**src/rtl/chain_enum_pkg.sv**
```systemverilog
package chain_enum_pkg;
  localparam logic [5:0]  REG_CTRL_LO = 6'h0E;
  localparam logic [5:0]  REG_RB_SEL  = 6'h1C;
  localparam logic [31:0] READ_WORD   = 32'hF800030A;
  localparam logic [7:0]  CRC_POLY    = 8'h2F;

  localparam logic [7:0] CTL_SWRST  = 8'h80;
  localparam logic [7:0] CTL_BASE   = 8'h15;  // fixed-one, addr lock, chained readback

  typedef enum logic [1:0] {
    ERR_NONE = 2'd0,
    ERR_IO   = 2'd1,
    ERR_OVF  = 2'd2
  } enum_err_e;

  typedef enum logic [1:0] {
    ST_IDLE = 2'd0,
    ST_CMD  = 2'd1,
    ST_READ = 2'd2
  } enum_state_e;

  // One byte through eight shift-and-reduce steps
  function automatic logic [7:0] crc_byte(input logic [7:0] b);
    logic [7:0] c;
    c = b;
    for (int i = 0; i < 8; i++) begin
      c = c[7] ? ({c[6:0], 1'b0} ^ CRC_POLY) : {c[6:0], 1'b0};
    end
    return c;
  endfunction
endpackage

```
**src/rtl/chain_crc8.sv**
```systemverilog
module chain_crc8 #(
  parameter int IN_W = 21
) (
  input  logic [IN_W-1:0] data_i,
  output logic [7:0]      crc_o
);
  import chain_enum_pkg::*;
  localparam int PAD = 24 - IN_W;

  logic [23:0] v;
  logic [7:0]  c_hi;

  assign v     = {{PAD{1'b0}}, data_i};
  assign c_hi  = crc_byte(v[23:16]);
  assign crc_o = crc_byte(c_hi ^ v[15:8]) ^ v[7:0];
endmodule

```
**src/rtl/chain_frame_build.sv**
```systemverilog
module chain_frame_build (
  input  logic [5:0]  reg_i,
  input  logic [7:0]  data_i,
  output logic [31:0] frame_o
);
  logic [20:0] body;
  logic [7:0]  crc;

  assign body = {5'd0, reg_i, data_i, 1'b1, 1'b0};

  chain_crc8 #(.IN_W(21)) crc_i (.data_i(body), .crc_o(crc));

  assign frame_o = {body, crc, 3'b010};
endmodule

```
**src/rtl/chain_frame_check.sv**
```systemverilog
module chain_frame_check #(
  parameter int ADDR_W = 5,
  parameter int IDX_W  = 4
) (
  input  logic [31:0]      frame_i,
  input  logic [IDX_W-1:0] pos_i,
  output logic             zero_o,
  output logic             ok_o
);
  logic [7:0]        crc;
  logic [ADDR_W-1:0] rev;

  chain_crc8 #(.IN_W(22)) crc_i (.data_i(frame_i[31:10]), .crc_o(crc));

  for (genvar g = 0; g < ADDR_W; g++) begin : g_rev
    assign rev[g] = frame_i[31 - g];
  end

  assign zero_o = (frame_i == 32'd0);
  assign ok_o   = (crc == frame_i[9:2]) && (8'(rev) == 8'(pos_i));
endmodule

```
**src/rtl/chain_enum_top.sv**
```systemverilog
module chain_enum_top #(
  parameter int MAX_DEV = 8,
  localparam int CNT_W  = $clog2(MAX_DEV + 1)
) (
  input  logic             clk,
  input  logic             rst_n,
  input  logic             start_i,
  input  logic [1:0]       acq_time_i,
  input  logic             therm_en_i,
  output logic             xfer_req_o,
  output logic [31:0]      tx_frame_o,
  input  logic             xfer_ack_i,
  input  logic [31:0]      rx_frame_i,
  output logic             busy_o,
  output logic             done_o,
  output logic [CNT_W-1:0] dev_count_o,
  output logic [1:0]       err_o
);
  import chain_enum_pkg::*;

  localparam logic [CNT_W-1:0] LAST_CMD = CNT_W'(2);
  localparam logic [CNT_W-1:0] MAX_IDX  = CNT_W'(MAX_DEV);

  // reset: asynchronous assert, synchronous release
  logic [1:0] rst_sync_q;
  logic       rst_i_n;
  always_ff @(posedge clk or negedge rst_n) begin
    if (!rst_n) rst_sync_q <= 2'b00;
    else        rst_sync_q <= {rst_sync_q[0], 1'b1};
  end
  assign rst_i_n = rst_sync_q[1];

  enum_state_e      state_q, state_d;
  logic [CNT_W-1:0] step_q, step_d;
  logic [CNT_W-1:0] cnt_q, cnt_d;
  enum_err_e        err_q, err_d;
  logic             done_q, done_d;
  logic [2:0]       cfg_q, cfg_d;
  logic             xfer;
  logic             rx_zero, rx_ok;
  logic [5:0]       cmd_reg;
  logic [7:0]       cmd_data;
  logic [31:0]      cmd_frame;

  assign xfer = xfer_req_o && xfer_ack_i;

  // command selection
  always_comb begin
    cmd_reg  = REG_CTRL_LO;
    cmd_data = CTL_BASE | {1'b0, cfg_q[2:1], 1'b0, cfg_q[0], 3'b000};
    if (step_q == '0) begin
      cmd_data = cmd_data | CTL_SWRST;
    end else if (step_q == LAST_CMD) begin
      cmd_reg  = REG_RB_SEL;
      cmd_data = {REG_CTRL_LO, 2'b00};
    end
  end

  chain_frame_build build_i (
    .reg_i  (cmd_reg),
    .data_i (cmd_data),
    .frame_o(cmd_frame)
  );

  chain_frame_check #(.ADDR_W(5), .IDX_W(CNT_W)) check_i (
    .frame_i(rx_frame_i),
    .pos_i  (step_q),
    .zero_o (rx_zero),
    .ok_o   (rx_ok)
  );

  // next state
  always_comb begin
    state_d = state_q;
    step_d  = step_q;
    cnt_d   = cnt_q;
    err_d   = err_q;
    done_d  = done_q;
    cfg_d   = cfg_q;
    unique case (state_q)
      ST_IDLE: begin
        if (start_i) begin
          state_d = ST_CMD;
          step_d  = '0;
          cnt_d   = '0;
          err_d   = ERR_NONE;
          done_d  = 1'b0;
          cfg_d   = {acq_time_i, therm_en_i};
        end
      end
      ST_CMD: begin
        if (xfer) begin
          if (step_q == LAST_CMD) begin
            state_d = ST_READ;
            step_d  = '0;
          end else begin
            step_d = step_q + 1'b1;
          end
        end
      end
      ST_READ: begin
        if (xfer) begin
          if (rx_zero) begin
            state_d = ST_IDLE;
            done_d  = 1'b1;
            cnt_d   = step_q;
          end else if (!rx_ok) begin
            state_d = ST_IDLE;
            done_d  = 1'b1;
            cnt_d   = step_q;
            err_d   = ERR_IO;
          end else if (step_q == MAX_IDX) begin
            state_d = ST_IDLE;
            done_d  = 1'b1;
            cnt_d   = MAX_IDX;
            err_d   = ERR_OVF;
          end else begin
            step_d = step_q + 1'b1;
          end
        end
      end
      default: state_d = ST_IDLE;
    endcase
  end

  // registers
  always_ff @(posedge clk or negedge rst_i_n) begin
    if (!rst_i_n) begin
      state_q <= ST_IDLE;
      step_q  <= '0;
      cnt_q   <= '0;
      err_q   <= ERR_NONE;
      done_q  <= 1'b0;
      cfg_q   <= '0;
    end else begin
      state_q <= state_d;
      step_q  <= step_d;
      cnt_q   <= cnt_d;
      err_q   <= err_d;
      done_q  <= done_d;
      cfg_q   <= cfg_d;
    end
  end

  assign xfer_req_o  = (state_q != ST_IDLE);
  assign busy_o      = xfer_req_o;
  assign tx_frame_o  = (state_q == ST_READ) ? READ_WORD : cmd_frame;
  assign done_o      = done_q;
  assign dev_count_o = cnt_q;
  assign err_o       = err_q;

  // assertions
  p_frame_hold_r11: assert property (@(posedge clk) disable iff (!rst_i_n)
    (xfer_req_o && !xfer_ack_i) |=> (xfer_req_o && $stable(tx_frame_o)));

  p_busy_ignore_r10: assert property (@(posedge clk) disable iff (!rst_i_n)
    (busy_o && start_i && !xfer_ack_i) |=> (busy_o && $stable(step_q)));

  p_result_hold_r10: assert property (@(posedge clk) disable iff (!rst_i_n)
    (done_o && !start_i) |=> (done_o && $stable(dev_count_o) && $stable(err_o)));

  p_zero_end_r5: assert property (@(posedge clk) disable iff (!rst_i_n)
    (state_q == ST_READ && xfer && rx_zero) |=>
      (done_o && err_o == 2'd0 && dev_count_o == $past(step_q)));

  p_bad_frame_r6: assert property (@(posedge clk) disable iff (!rst_i_n)
    (state_q == ST_READ && xfer && !rx_zero && !rx_ok) |=> (done_o && err_o == 2'd1));

  p_no_overflow_r8: assert property (@(posedge clk) disable iff (!rst_i_n)
    (err_o == 2'd2) |-> (dev_count_o == MAX_IDX));

  p_done_idle_r1: assert property (@(posedge clk) disable iff (!rst_i_n)
    done_o |-> !busy_o);
endmodule

```
**config.mk**
```make
export PLATFORM = sky130hd
export DESIGN_NAME = chain_enum_top
export DESIGN_NICKNAME = d
export VERILOG_FILES = /design/src/rtl/chain_enum_pkg.sv /design/src/rtl/chain_crc8.sv /design/src/rtl/chain_frame_build.sv /design/src/rtl/chain_frame_check.sv /design/src/rtl/chain_enum_top.sv
export SDC_FILE = /design/constraint.sdc
export NUM_CORES = 1
export LEC_CHECK = 0
export ABC_CLOCK_PERIOD_IN_PS = 2200
export BUFFER_PORTS_ARGS = -buffer_cell sky130_fd_sc_hd__buf_4
export CELL_PAD_IN_SITES_DETAIL_PLACEMENT = 1
export CELL_PAD_IN_SITES_GLOBAL_PLACEMENT = 1
export CORE_ASPECT_RATIO = 2
export CORE_UTILIZATION = 35
export DETAILED_ROUTE_END_ITERATION = 10
export PLACE_DENSITY_LB_ADDON = 0.1
export SLEW_MARGIN = 20
export SYNTH_ARGS = -nofsm -noshare
export SYNTH_HDL_FRONTEND = slang
export SYNTH_SLANG_ARGS = --single-unit
```
**constraint.sdc**
```tcl
create_clock -name clk -period 2.2 [get_ports clk]
set_input_delay 0 -clock clk [delete_from_list [all_inputs] [get_ports clk]]
set_output_delay 0 -clock clk [all_outputs]
set_load 0.05 [all_outputs]
```
* Yosys cells after proc, flatten, opt, wreduce, memory -nomap -nowiden *
Cells that the tools add are included.

word-level totals
  register bits after elaboration = 18
  input port bits = 39
  output and inout bits = 41
  word-level logic and storage cells = 121

operators by class
  add/subtract/negate cells = 1
  equal/unequal tests = 15
  multiplexer cells = 60
  bitwise gates (word level) = 25
  reduce and logical (&&, ||, !) cells = 13

operators with widths
  cell                                                                     count
  6-bit two-way mux                                                        22
  5-bit NOT                                                                22
  4-bit two-way mux                                                        11
  32-bit zero test                                                         1
  32-bit two-way mux                                                       1
  2-bit two-way mux                                                        12
  8-bit bitwise XOR                                                        3
  2-bit inequality test, second input constant                             7
  4-bit case mux with 3 select lines                                       1
  5-bit two-way mux                                                        2
  5-bit AND reduction                                                      2
  8-bit equality test                                                      1
  8-bit two-way mux                                                        1
  4-bit case mux with 2 select lines                                       1
  7-bit two-way mux                                                        1
  7-bit AND reduction                                                      1
  2-bit case mux with 3 select lines                                       1
  5-bit by 4-bit equality test with 1-bit output                           1
  1-bit two-way mux                                                        5
  4-bit by 1-bit adder with 4-bit output, second input constant            1
  4-bit by 2-bit equality test with 1-bit output, second input constant    1
  4-bit equality test, second input constant                               1
  4-bit zero test                                                          1
  4-bit by 3-bit inequality test with 1-bit output, second input constant  1
  other kinds (11)                                                         13

* Logic depth before layout (Yosys ltp) *
Gate-level depths: netlist (run 1).

  depth after elaboration = 36
  gate-level depth with buffers = 10
  depth with buffers taken out = 10

* Cells and area by module *
Synthesis (run 1) repeated with hierarchy kept, for this count alone.

second synthesis, totals
  cells, all modules = 272
  area total of the unflattened synthesis = 2635.0 um^2

modules (own cells, without submodules)
  module                       times used  cells each  area each (um^2)  seq. area each (um^2)
  chain_enum_top               1           141         1321.3            450.4
  chain_crc8 at build_i.crc_i  1           36          478.0             0.0
  chain_crc8 at check_i.crc_i  1           42          445.4             0.0
  chain_frame_check            1           27          202.7             0.0
  chain_frame_build            1           26          187.7             0.0

* Least setup slack after synthesis (run 1) *
No wires, ideal clock.

  path kind = input-to-reg
  from = input port rx_frame_i[30]
  to = register step_q[0]
  library setup time = 0.125 ns
  arrival = 2.575 ns
  data required time = 2.075 ns
  slack = -0.500 ns
  stages on the path = 10
  path buffers = 0
  path through = inv_1 ha_1 xnor2_2 xor3_1 xnor3_1 or3_4 a2111oi_4 a21oi_2 nand2b_4 mux2_4

on the way
  cells in the longest elaborated chain, start to end = 24
  elaborated cells between the ends (all ways) = 34
  those cells by class = eq/ne: 4; mux: 13; bitwise: 14; reduce/logical: 3

ends and longest elaborated chain
  what                                                             line                     RTL
  start, declared                                                  chain_enum_top.sv:13     input logic [31:0] rx_frame_i,
  6-bit two-way mux                                                chain_enum_pkg.sv:27     c = c[7] ? ({c[6:0], 1'b0} ^ CRC_POLY) : {c[6:0], 1'b0};
  5-bit NOT (no line)                                              n/a
  6-bit two-way mux                                                chain_enum_pkg.sv:27
  5-bit NOT (no line)                                              n/a
  6-bit two-way mux                                                chain_enum_pkg.sv:27
  5-bit NOT (no line) / 6-bit two-way mux (equally long branches)  n/a
  6-bit two-way mux / 5-bit NOT (equally long branches)            n/a
  6-bit two-way mux                                                chain_enum_pkg.sv:27
  [8 not listed]                                                   n/a
  5-bit NOT (no line) / 6-bit two-way mux (equally long branches)  n/a
  6-bit two-way mux / 5-bit NOT (equally long branches)            n/a
  6-bit two-way mux                                                chain_enum_pkg.sv:27
  8-bit bitwise XOR                                                chain_crc8.sv:15         assign crc_o = crc_byte(c_hi ^ v[15:8]) ^ v[7:0];
  8-bit equality test                                              chain_frame_check.sv:20  assign ok_o = (crc == frame_i[9:2]) && (8'(rev) == 8'(pos_i));
  1-bit logical AND                                                chain_frame_check.sv:20
  2-bit inequality test (no line)                                  n/a
  7-bit AND reduction (no line) (*)                                n/a
  end signal, assigned                                             chain_enum_top.sv:137    step_q <= step_d;
  end, declared                                                    chain_enum_top.sv:34     logic [CNT_W-1:0] step_q, step_d;

Mark *: on every way between the ends. The rest lies on a longest branch, timed or not.
A chain may end at the register's enable or synchronous reset.

* Worst setup path in the final report (run 1) *
  from = input port rx_frame_i[31]
  to = register cnt_q[1], in the netlist dev_count_o[1]

on the way
  cells in the longest elaborated chain, start to end = 28
  elaborated cells between the ends (all ways) = 39
  those cells by class = eq/ne: 3; mux: 18; bitwise: 15; reduce/logical: 3

ends and longest elaborated chain
  what                                line                     RTL
  6-bit two-way mux                   chain_enum_pkg.sv:27
  5-bit NOT (no line)                 n/a
  6-bit two-way mux                   chain_enum_pkg.sv:27
  5-bit NOT (no line)                 n/a
  6-bit two-way mux                   chain_enum_pkg.sv:27
  5-bit NOT (no line)                 n/a
  6-bit two-way mux (2 in series)     chain_enum_pkg.sv:27
  5-bit NOT (no line)                 n/a
  [11 not listed]                     n/a
  6-bit two-way mux                   chain_enum_pkg.sv:27
  8-bit bitwise XOR                   chain_crc8.sv:15
  8-bit equality test                 chain_frame_check.sv:20
  1-bit logical AND                   chain_frame_check.sv:20
  4-bit two-way mux                   chain_enum_top.sv:107    end else if (!rx_ok) begin
  4-bit two-way mux                   chain_enum_top.sv:103    if (rx_zero) begin
  4-bit two-way mux                   chain_enum_top.sv:102    if (xfer) begin
  4-bit case mux with 2 select lines  chain_enum_top.sv:80     unique case (state_q)
  end signal, assigned                chain_enum_top.sv:138    cnt_q <= cnt_d;
  end, declared                       chain_enum_top.sv:35     logic [CNT_W-1:0] cnt_q, cnt_d;

Several ways; a longest one is shown, not always the timed one. The select of a mux whose other input is x is not followed.

==> results of run 1 <==
==> placed cells by master (no fill, tap or decap), drive strengths merged, types with 8 or more instances in the layout <==
cell type,netlist,layout
xnor2,25,25
nand2,11,11
buf,18,118
conb,2,8
dfrtp,18,18
o21ai,9,9
xor2,8,8
a21oi,10,10
nor2,22,22
ha,8,8
inv,12,12
xnor3,14,14
==> power by group <==
group          total [mW]  switching [mW]  internal [mW]  leakage [nW]
registers           0.467          0.0707          0.396         0.237
clock network       0.415           0.138          0.277        0.0442
logic                2.63            1.56           1.07          1.36
==> final cells by class <==
type,instances,area (µm²)
tap,61,76.32
timing repair buffer,122,949.7
clock buffer,4,88.84
fill,676,2501
inverter,13,61.31
sequential,18,450.4
multi-input combinational,172,1630
==> Yosys cell counts (6+ instances only) <==
master    n
buf_4    18
xor2_1    7
nor4_1    7
ha_1      8
nor2_1   22
xnor2_1  23
xnor3_1  13
dfrtp_1  18
nand2_1  11
a21oi_1   9
inv_1    12
nand3_1   6
o21ai_0   9
==> final timing paths <==
check                               startpoint              to  depth (start not counted)
worst min-delay path                     rst_n   rst_sync_q[0]                          2
worst max-delay path            rx_frame_i[31]  dev_count_o[1]                         12
worst min register to register   rst_sync_q[1]          done_o                          0
max in group asynchronous        rst_sync_q[1]       step_q[2]                          0
worst max register to register       step_q[1]  dev_count_o[1]                          7
min in group clk                       start_i        err_o[0]                          4
==> logic make-up (layout without fill, tap and decap cells) <==
logic type / count (synthesis) / in the layout / share of synthesized area (%)
AOI/OAI and AO/OA: 30 / 30 / 9.971
xor gates and xnor gates: 49 / 49 / 32.39
adders and majority gates: 8 / 8 / 4.720
buffers and inverters: 35 / 139 / 9.380
DFF: 18 / 18 / 21.24
muxes: 8 / 8 / 4.425
other: 2 / 8 / 0.3541
and+or+nand+nor: 69 / 69 / 17.52
==> through the flow <==
stage               instance area, µm²  instances  util [%]  hold slack (ns)
global route                      3257        390     56.56          0.06941
finish                            3257        390     56.56          0.06560
detailed placement                2973        377     51.63          -0.2152
global placement                  2973        377     51.63          -0.2166
floorplan                         2198        225         -          -0.2956
CTS                               3178        387     55.19          0.06024
==> layer usage <==
metal  up-vias  share of wire, %
li1        944                 -
met1       970                30
met2        66                64
met3        14               2.8
met4         0               3.4
met5         -                 0
==> registers in the layout (all words and copies together) (netlist names) <==
register and flops:
rst_sync_q 2, dev_count_o 4, cfg_q 3, err_o 2, state_q 2, done_o 1
step_q 4
==> critical path: stages <==
cell,delay (ns)
buf_12,0.09
inv_12,0.03
ha_4,0.24
buf_6,0.13
xnor2_4,0.18
xor3_1,0.27
xnor3_1,0.20
or3_4,0.35
a2111oi_4,0.42
and4_4,0.36
nor2b_4,0.06
a32o_1,0.21
==> what timing repair did <==
item,in CTS,in global routing
hold buffers,4,0
pin swaps,3,6
hold endpoints to repair,5,0
setup endpoints to repair,13,13
gates resized for setup,12,14
buffers inserted,2,3
==> metrics.md, run 1 <==
| Metric | Value |
|---|---|
| R2r setup slk | `-0.04 ns` |
| H-tree Lvls | `1` |
| Synth cell types | `49` |
| Grt total ovfl | `0` |
| Final setup vio count | `11` |
| Hold WC Path Type | `input pin to asynchronous set/reset pin` |
| Global Route met1 Usage | `17.49%` |
| Crit path capture type | `register` |
| Clock skew | `0.003715 ns` |
| Routed length per instance | `18.39 µm` |
| WL final | `7174 µm` |
| Gr usage total | `22.38%` |
| Ys async rst share | `100.0%` |
| Fmax | `416.7 MHz` |
| Post-route setup slack | `-0.2000 ns` |
| Starting density of the core | `36.83%` |
| Synthesized flop and latch total | `18` |
| Routed Antenna Nets | `0` |
| Die extent in y | `112.1 µm` |
| CTS buffer count | `3` |
| Share of cells above drive strength 1 | `48.02%` |
| Final period utilization | `109.1%` |
| Vias per inst | `5.113` |
| Clk buf depth | `2` |
| Antenna Cells | `0` |
| Crit start category | `input pin` |
| Post-Syn Instances | `219` |
| Synth warnings | `0` |
| Status | `finished with violations` |
| Top_reg_cell synth | `dfrtp_1` |
| CP arrival | `2.54 ns` |
| Chip Width | `57.04 µm` |
| Die ar. | `6393 µm²` |
| Pre-antenna DRT Iters | `7` |
| Worst vdd ir | `1.126 mV` |
| Skew-Pair Late Insertion Delay | `0.25 ns` |
| I/O Buffers | `72` |
| Routed via count | `1994` |
| Tot Pwr | `3.507 mW` |
| Mapped cell area | `2121 µm²` |
| EDFF count, synth | `0` |
| DRC | `14` |
| Post-synth top area share | `21.24%` |
| Vias in the first global route | `2205` |
| Top cells by area, synth | `dfrtp_1 21%, xnor3_1 14%, xnor2_1 9.5%` |
| Slew headroom | `51.66%` |
| Largest net degree at the start of global routing | `17` |
| Area Growth Syn to Fin | `53.57%` |
| Met2 global-route usage | `51.53%` |
| Syn avg cell area | `9.684 µm²` |
| Seq/Total Area, Yosys | `21.24%` |
| Routing usage on met3 | `1.382%` |
| Final Hold Fails | `0` |
| Leakage power | `1.640 nW` |
| # rows | `39` |
| Pre-CTS setup slack | `-0.5464 ns` |
| Fin crit period | `2.400 ns` |
| Yosys top cell by area | `dfrtp_1` |
| Setup TNS | `-1.759 ns` |
| Worst slew pin tran | `0.7250 ns` |
| Worst path required time | `2.34 ns` |
| CTS tree | `done` |
| Ports | `80` |
| First-pass GRT wire length | `10720 µm` |
| Max-cap violations | `0` |
| RSZ-0062 raised after global routing | `true` |
| Crit path max fanout | `4` |
| Final nets | `377` |
| Cell Pwr Density | `1077 nW/µm²` |
| Grt peak-use layer | `met2` |
| Violated checks | `DRC, setup timing` |
| DR iter-0 viols | `53` |
| WS Path Type | `input pin to register` |
| Clock Pin Slew Worst Setup and Hold Paths | `0.05 ns` |
| CTS Root Cell | `clkbuf_16` |
| Initial antenna violation count | `0` |
| CTS Sinks | `18` |
| Placer Congestion | `0.8576` |
| Slew Viols, Final | `0` |
| Dpl hpwl | `5897 µm` |
| CORE AREA | `5758 µm²` |
(Power assumes the default switching activity.)
==> run 2: changes to the inputs <==
SYNTH_HIERARCHICAL = 1   (was unset)
==> metrics.md, run 2 <==
| Metric | Value |
|---|---|
| Status | `finished with violations` |
| Violated checks | `setup timing` |
| Comb power frac | `86.1%` |
| Most frequent cells in the layout | `108 x buf_4, 46 x conb_1, 33 x xnor2_1, 18 x nor2b_1, 18 x dfrtp_1` |
| Vias per inst | `4.573` |
| First-pass GRT wire length | `12370 µm` |
| Switching share of power | `49.31%` |
| Antenna Cells | `0` |
| Worst vdd ir | `0.5359 mV` |
| Dpl hpwl | `6457 µm` |
| Commonest non-fill, non-tap cell in the layout | `buf_4` |
| Syn avg cell area | `9.688 µm²` |
| DRC | `0` |
| Final setup vio count | `19` |
| Internal power | `3.169 mW` |
| WL final | `8121 µm` |
| Clock skew | `0.0007765 ns` |
| Die ar. | `7901 µm²` |
| CP arrival | `2.58 ns` |
| Seq/Total Area, Yosys | `17.09%` |
| Finished Layout Cells | `515` |
| Yosys top cell by area | `xnor2_1` |
| Sw Pwr | `3.083 mW` |
| Fin crit period | `2.429 ns` |
| Vias in the first global route | `2549` |
| CP max stage delay | `0.37 ns` |
| Crit path capture type | `register` |
| Grt total ovfl | `0` |
| Routed length per instance | `15.77 µm` |
| Worst path top cell family by delay | `simple AND/OR/NAND/NOR gates` |
| Pre-antenna DRT Iters | `4` |
| Crit path max fanout | `4` |
| Post-synth top area share | `17.95%` |
| Clk buf depth | `2` |
| RSZ-0062 raised after global routing | `true` |
| Ys async rst share | `100.0%` |
| Crit path from | `rx_frame_i[22]` |
| Tot Pwr | `6.251 mW` |
| Reg2Reg Launch Point | `step_q[3]` |
| Max-cap violations | `0` |
| Synth warnings | `6` |
| Clock network power share | `6.4%` |
| Clock Pin Slew Worst Setup and Hold Paths | `0.05 ns` |
| Slew Viols, Final | `0` |
| H-tree Lvls | `1` |
| Post-Syn Instances | `272` |
| Fmax | `411.6 MHz` |
| Slowest-stage cell, CP | `nor4_4` |
| CTS tree | `done` |
| Most instantiated library cell after synthesis | `xnor2_1` |
| Area Growth Syn to Fin | `65.48%` |
| DR iter-0 viols | `49` |
| CTS Sinks | `18` |
| Cell Pwr Density | `1434 nW/µm²` |
| Worst-path cell chain | `buf_4 -> buf_4 -> xnor2_2 -> buf_4 -> xor2_2 -> xnor2_1 -> xnor2_1 -> xnor2_1 -> nand4_1 -> nor4_4 -> nand2b_1 -> o21ai_4 -> nand3_2 -> o311ai_2` |
| Final nets | `470` |
| Post-synth top cells | `54 x xnor2_1, 26 x buf_4, 25 x nor2b_1, 18 x dfrtp_1, 17 x xor2_1` |
| I/O Buffers | `72` |
| Starting density of the core | `36.26%` |
| CTS buffer count | `3` |
| Synthesized flop and latch total | `18` |
| # rows | `44` |
| Routed Antenna Nets | `0` |
| Die extent in y | `124.7 µm` |
| WS Path Type | `input pin to register` |
| Synth cell types | `57` |
| Share of cells above drive strength 1 | `51.54%` |
| Dpl cells | `491` |
| Placer Congestion | `0.8137` |
| Final period utilization | `110.4%` |
| Worst slew pin tran | `0.9384 ns` |
| Routed via count | `2355` |
| Final Hold Fails | `0` |
| CORE AREA | `7267 µm²` |
| Slew headroom | `37.31%` |
| Largest net degree at the start of global routing | `30` |
| Ports | `80` |
| Mapped cell area | `2635 µm²` |
| Worst path required time | `2.35 ns` |
| Initial antenna violation count | `0` |
| Top_reg_cell synth | `dfrtp_1` |
| EDFF count, synth | `0` |
| Gr usage total | `20.89%` |
| Chip Width | `63.36 µm` |
| Hold WC Path Type | `input pin to asynchronous set/reset pin` |
| Buf+Inv Stages, Crit Path | `3` |
| Reg power frac | `7.4%` |
| Top cells by area, synth | `xnor2_1 18%, dfrtp_1 17%, xnor3_1 8.5%` |
| Post-route setup slack | `-0.2293 ns` |
| CTS Root Cell | `clkbuf_16` |
| Skew-Pair Late Insertion Delay | `0.25 ns` |
| Crit start category | `input pin` |
| Leakage power | `2.097 nW` |
| Fill count | `853` |
## run 2: cell types whose count changed in the layout (fill, tap and decap cells not counted), sizes merged, moves of 10 or more
cell and change:
buf +14, conb +38, nor2 -16, nor2b +24
or2 +11, xnor2 +32, xor2 +10
## run 2: what timing repair did
action	4_1_cts	5_1_grt
setup endpoints to repair	20	21
hold endpoints to repair	5	0
pin swaps	23	20
buffers inserted	13	7
resized for setup	54	33
hold buffers	4	0
## run 2: per-layer routing
layer,vias up,global-route usage (%),wire [µm]
met5,-,0,0
met4,0,11.50,453
met3,25,1.374,143
met2,71,45.93,5309
met1,1128,15.91,2215
li1,1131,-,-
## run 2: final timing paths
path                       depth (start not counted)            end  slack [ns]
max                                               14      step_q[3]       -0.23
min                                                2  rst_sync_q[0]        0.07
max reg2reg                                        9      step_q[3]       -0.10
min reg2reg                                        0      step_q[3]        0.28
max in group asynchronous                          0       cfg_q[1]        1.49
min in group clk                                   3       cfg_q[1]        0.17
## run 2: final cells by class
cell class / count / area (µm²) / share of cell area (%)
multi-input combinational: 253 / 2500 / 57.33
timing repair buffer: 136 / 1161 / 26.63
sequential: 18 / 450.4 / 10.33
tap: 92 / 115.1 / 2.640
clock buffer: 4 / 88.84 / 2.037
inverter: 12 / 45.04 / 1.033
## run 2: power by group through the flow
stage          clock [mW]  sequential, mW  combinational [mW]
6_report            0.402           0.465                5.38
5_1_grt             0.430           0.476                5.65
4_1_cts             0.409           0.469                5.14
2_1_floorplan           0           0.499                3.42
3_5_place_dp            0           0.470                4.56
3_3_place_gp            0           0.467                4.49
## run 2: kinds of logic (layout without fill, tap and decap cells)
logic type               Yosys count  in the layout  synth area share [%]
other                              4             46                0.5696
XOR/XNOR                          89             89                 38.75
AND/OR/NAND/NOR                   77             77                 18.90
adder cells (fa/ha/maj)            7              7                 3.324
AO/OA/AOI/OAI                     27             27                 8.310
flip-flops                        18             18                 17.09
buffers and inverters             43            152                 10.16
multiplexers                       7              7                 2.896
## run 2: through the flow
| step | utilization [%] | worst slack, ns | area, µm² | hold slack [ns] | TNS (ns) |
|---|---|---|---|---|---|
| after floorplan | - | -0.2711 | 2874 | -0.2956 | -1.737 |
| after global placement | 50.26 | -0.5549 | 3652 | -0.2177 | -6.430 |
| after detailed placement | 50.26 | -0.6444 | 3652 | -0.2157 | -7.539 |
| after CTS | 56.84 | -0.2345 | 4130 | 0.06321 | -1.895 |
| after global routing | 60.00 | -0.4110 | 4360 | 0.07278 | -4.903 |
| final | 60.00 | -0.2293 | 4360 | 0.06573 | -2.283 |
==> run 3: changes to the inputs <==
ABC_CLOCK_PERIOD_IN_PS = 2700   (was 2200)
clock period = 2.7 ns   (was 2.2 ns; I/O delays follow)
==> metrics.md, run 3 (synthesis gave the netlist of run 2 again) <==
| Metric | Value |
|---|---|
| Status | `finished, final reports clean` |
| Placer Congestion | `0.9369` |
| Ports | `80` |
| I/O Buffers | `72` |
| Routed Antenna Nets | `0` |
| Cell Pwr Density | `1179 nW/µm²` |
| Worst path required time | `2.70 ns` |
| Sw Pwr | `2.222 mW` |
| Pre-antenna DRT Iters | `4` |
| CTS Root Cell | `clkbuf_16` |
| Final nets | `429` |
| WL final | `6931 µm` |
| Area Growth Syn to Fin | `34.38%` |
| Pre-CTS setup slack | `-0.1205 ns` |
| DP Area | `3376 µm²` |
| Internal power | `1.952 mW` |
| Tot Pwr | `4.173 mW` |
| Worst vdd ir | `0.3809 mV` |
| Fin area | `3541 µm²` |
| Starting density of the core | `36.26%` |
| Worst path top cell family by delay | `XOR/XNOR gates` |
| CTS tree | `done` |
| WS Path Type | `register to output port` |
| CTS buffer count | `3` |
| Skew-Pair Late Insertion Delay | `0.26 ns` |
| Vias in the first global route | `2274` |
| Final period utilization | `95.36%` |
| First-pass GRT wire length | `10940 µm` |
| Slowest-stage cell, CP | `dfrtp_2` |
| Die extent in y | `124.7 µm` |
| Grt total ovfl | `0` |
| CTS Sinks | `18` |
| Final Hold Fails | `0` |
| Reg power frac | `9.2%` |
| Crit start category | `register` |
| Clock Pin Slew Worst Setup and Hold Paths | `0.06 ns` |
| Slew headroom | `37.58%` |
| Buf+Inv Stages, Crit Path | `2` |
| # rows | `44` |
| H-tree Lvls | `1` |
| Fin crit period | `2.575 ns` |
| Largest net degree at the start of global routing | `33` |
| Routed via count | `2150` |
| DRC | `0` |
| Leakage power | `1.689 nW` |
| Worst slew pin tran | `0.9344 ns` |
| Gr usage total | `18.45%` |
| Most frequent cells in the layout | `91 x buf_4, 50 x xnor2_1, 46 x conb_1, 22 x nor2b_1` |
| Crit path capture type | `output port` |
| Final setup vio count | `0` |
| Vias per inst | `4.536` |
| Worst-path cell chain | `inv_1 -> ha_1 -> and2_1 -> xnor3_2 -> xnor2_4 -> xnor3_1 -> nor2b_2 -> buf_4` |
| DR iter-0 viols | `38` |
| Switching share of power | `53.24%` |
| CORE AREA | `7267 µm²` |
| CP arrival | `2.57 ns` |
| Routed length per instance | `14.62 µm` |
| Die ar. | `7901 µm²` |
| Clock network power share | `8.1%` |
| Hold WC Path Type | `input pin to asynchronous set/reset pin` |
| Post-route setup slack | `0.1252 ns` |
| Crit path max fanout | `6` |
| Share of cells above drive strength 1 | `35.86%` |
| Antenna Cells | `0` |
| Max-cap violations | `0` |
| Fmax | `388.4 MHz` |
| Comb power frac | `82.7%` |
| Final core utilization | `48.73%` |
| Initial antenna violation count | `0` |
| Dpl hpwl | `6133 µm` |
| Chip Width | `63.36 µm` |
| Setup TNS | `0 ns` |
| Clock skew | `0.006753 ns` |
| CP max stage delay | `0.46 ns` |
| Slew Viols, Final | `0` |
| Clk buf depth | `2` |
| Commonest non-fill, non-tap cell in the layout | `buf_4` |
-- run 3: path summary, 6_finish.rpt --
kind | start | to | slack [ns] | cells after the start
max reg2reg | step_q[3] | step_q[3] | 0.52 | 10
max in group asynchronous | rst_sync_q[1] | step_q[1] | 1.93 | 0
min in group clk | start_i | cfg_q[1] | 0.20 | 3
min | rst_n | rst_sync_q[0] | 0.06 | 2
max | step_q[1] | tx_frame_o[5] | 0.13 | 8
min reg2reg | rst_sync_q[1] | err_o[0] | 0.28 | 0
-- run 3: per-stage QoR --
| stage | cells | hold WS [ns] |
|---|---|---|
| global placement | 466 | -0.2172 |
| CTS | 474 | 0.05567 |
| detailed placement | 466 | -0.2149 |
| global route | 474 | 0.06761 |
| floorplan | 314 | -0.2956 |
| finish | 474 | 0.06046 |
-- run 3: power by group through the flow --
stage               combinational, mW  clock (mW)  sequential (mW)
global placement                 3.40           0            0.384
floorplan                        2.66           0            0.406
CTS                              3.46       0.345            0.383
detailed placement               3.44           0            0.387
global route                     3.66       0.355            0.392
finish                           3.45       0.339            0.383
-- run 3: cell type report --
type | instances | area, µm²
Multi-Input combinational cell | 253 | 2117
Tap cell | 92 | 115.1
Sequential cell | 18 | 451.7
Inverter | 12 | 45.04
Timing Repair Buffer | 95 | 723.2
Clock buffer | 4 | 88.84
Fill cell | 894 | 3726
-- run 3: timing repair --
| action | CTS | global route |
|---|---|---|
| buffers inserted | 0 | 0 |
| hold buffers | 4 | 0 |
| endpoints found under the setup margin | 3 | 9 |
| gates resized for setup | 1 | 6 |
| pin swaps | 0 | 1 |
| hold endpoints to repair | 5 | 0 |
-- run 3: layer usage --
| metal | up-vias | global-route usage [%] | wire length, µm |
|---|---|---|---|
| met5 | - | 0 | 0 |
| met4 | 0 | 11.36 | 362 |
| met3 | 18 | 1.190 | 163 |
| met2 | 72 | 40.30 | 4350 |
| met1 | 1009 | 13.81 | 2055 |
| li1 | 1051 | - | - |
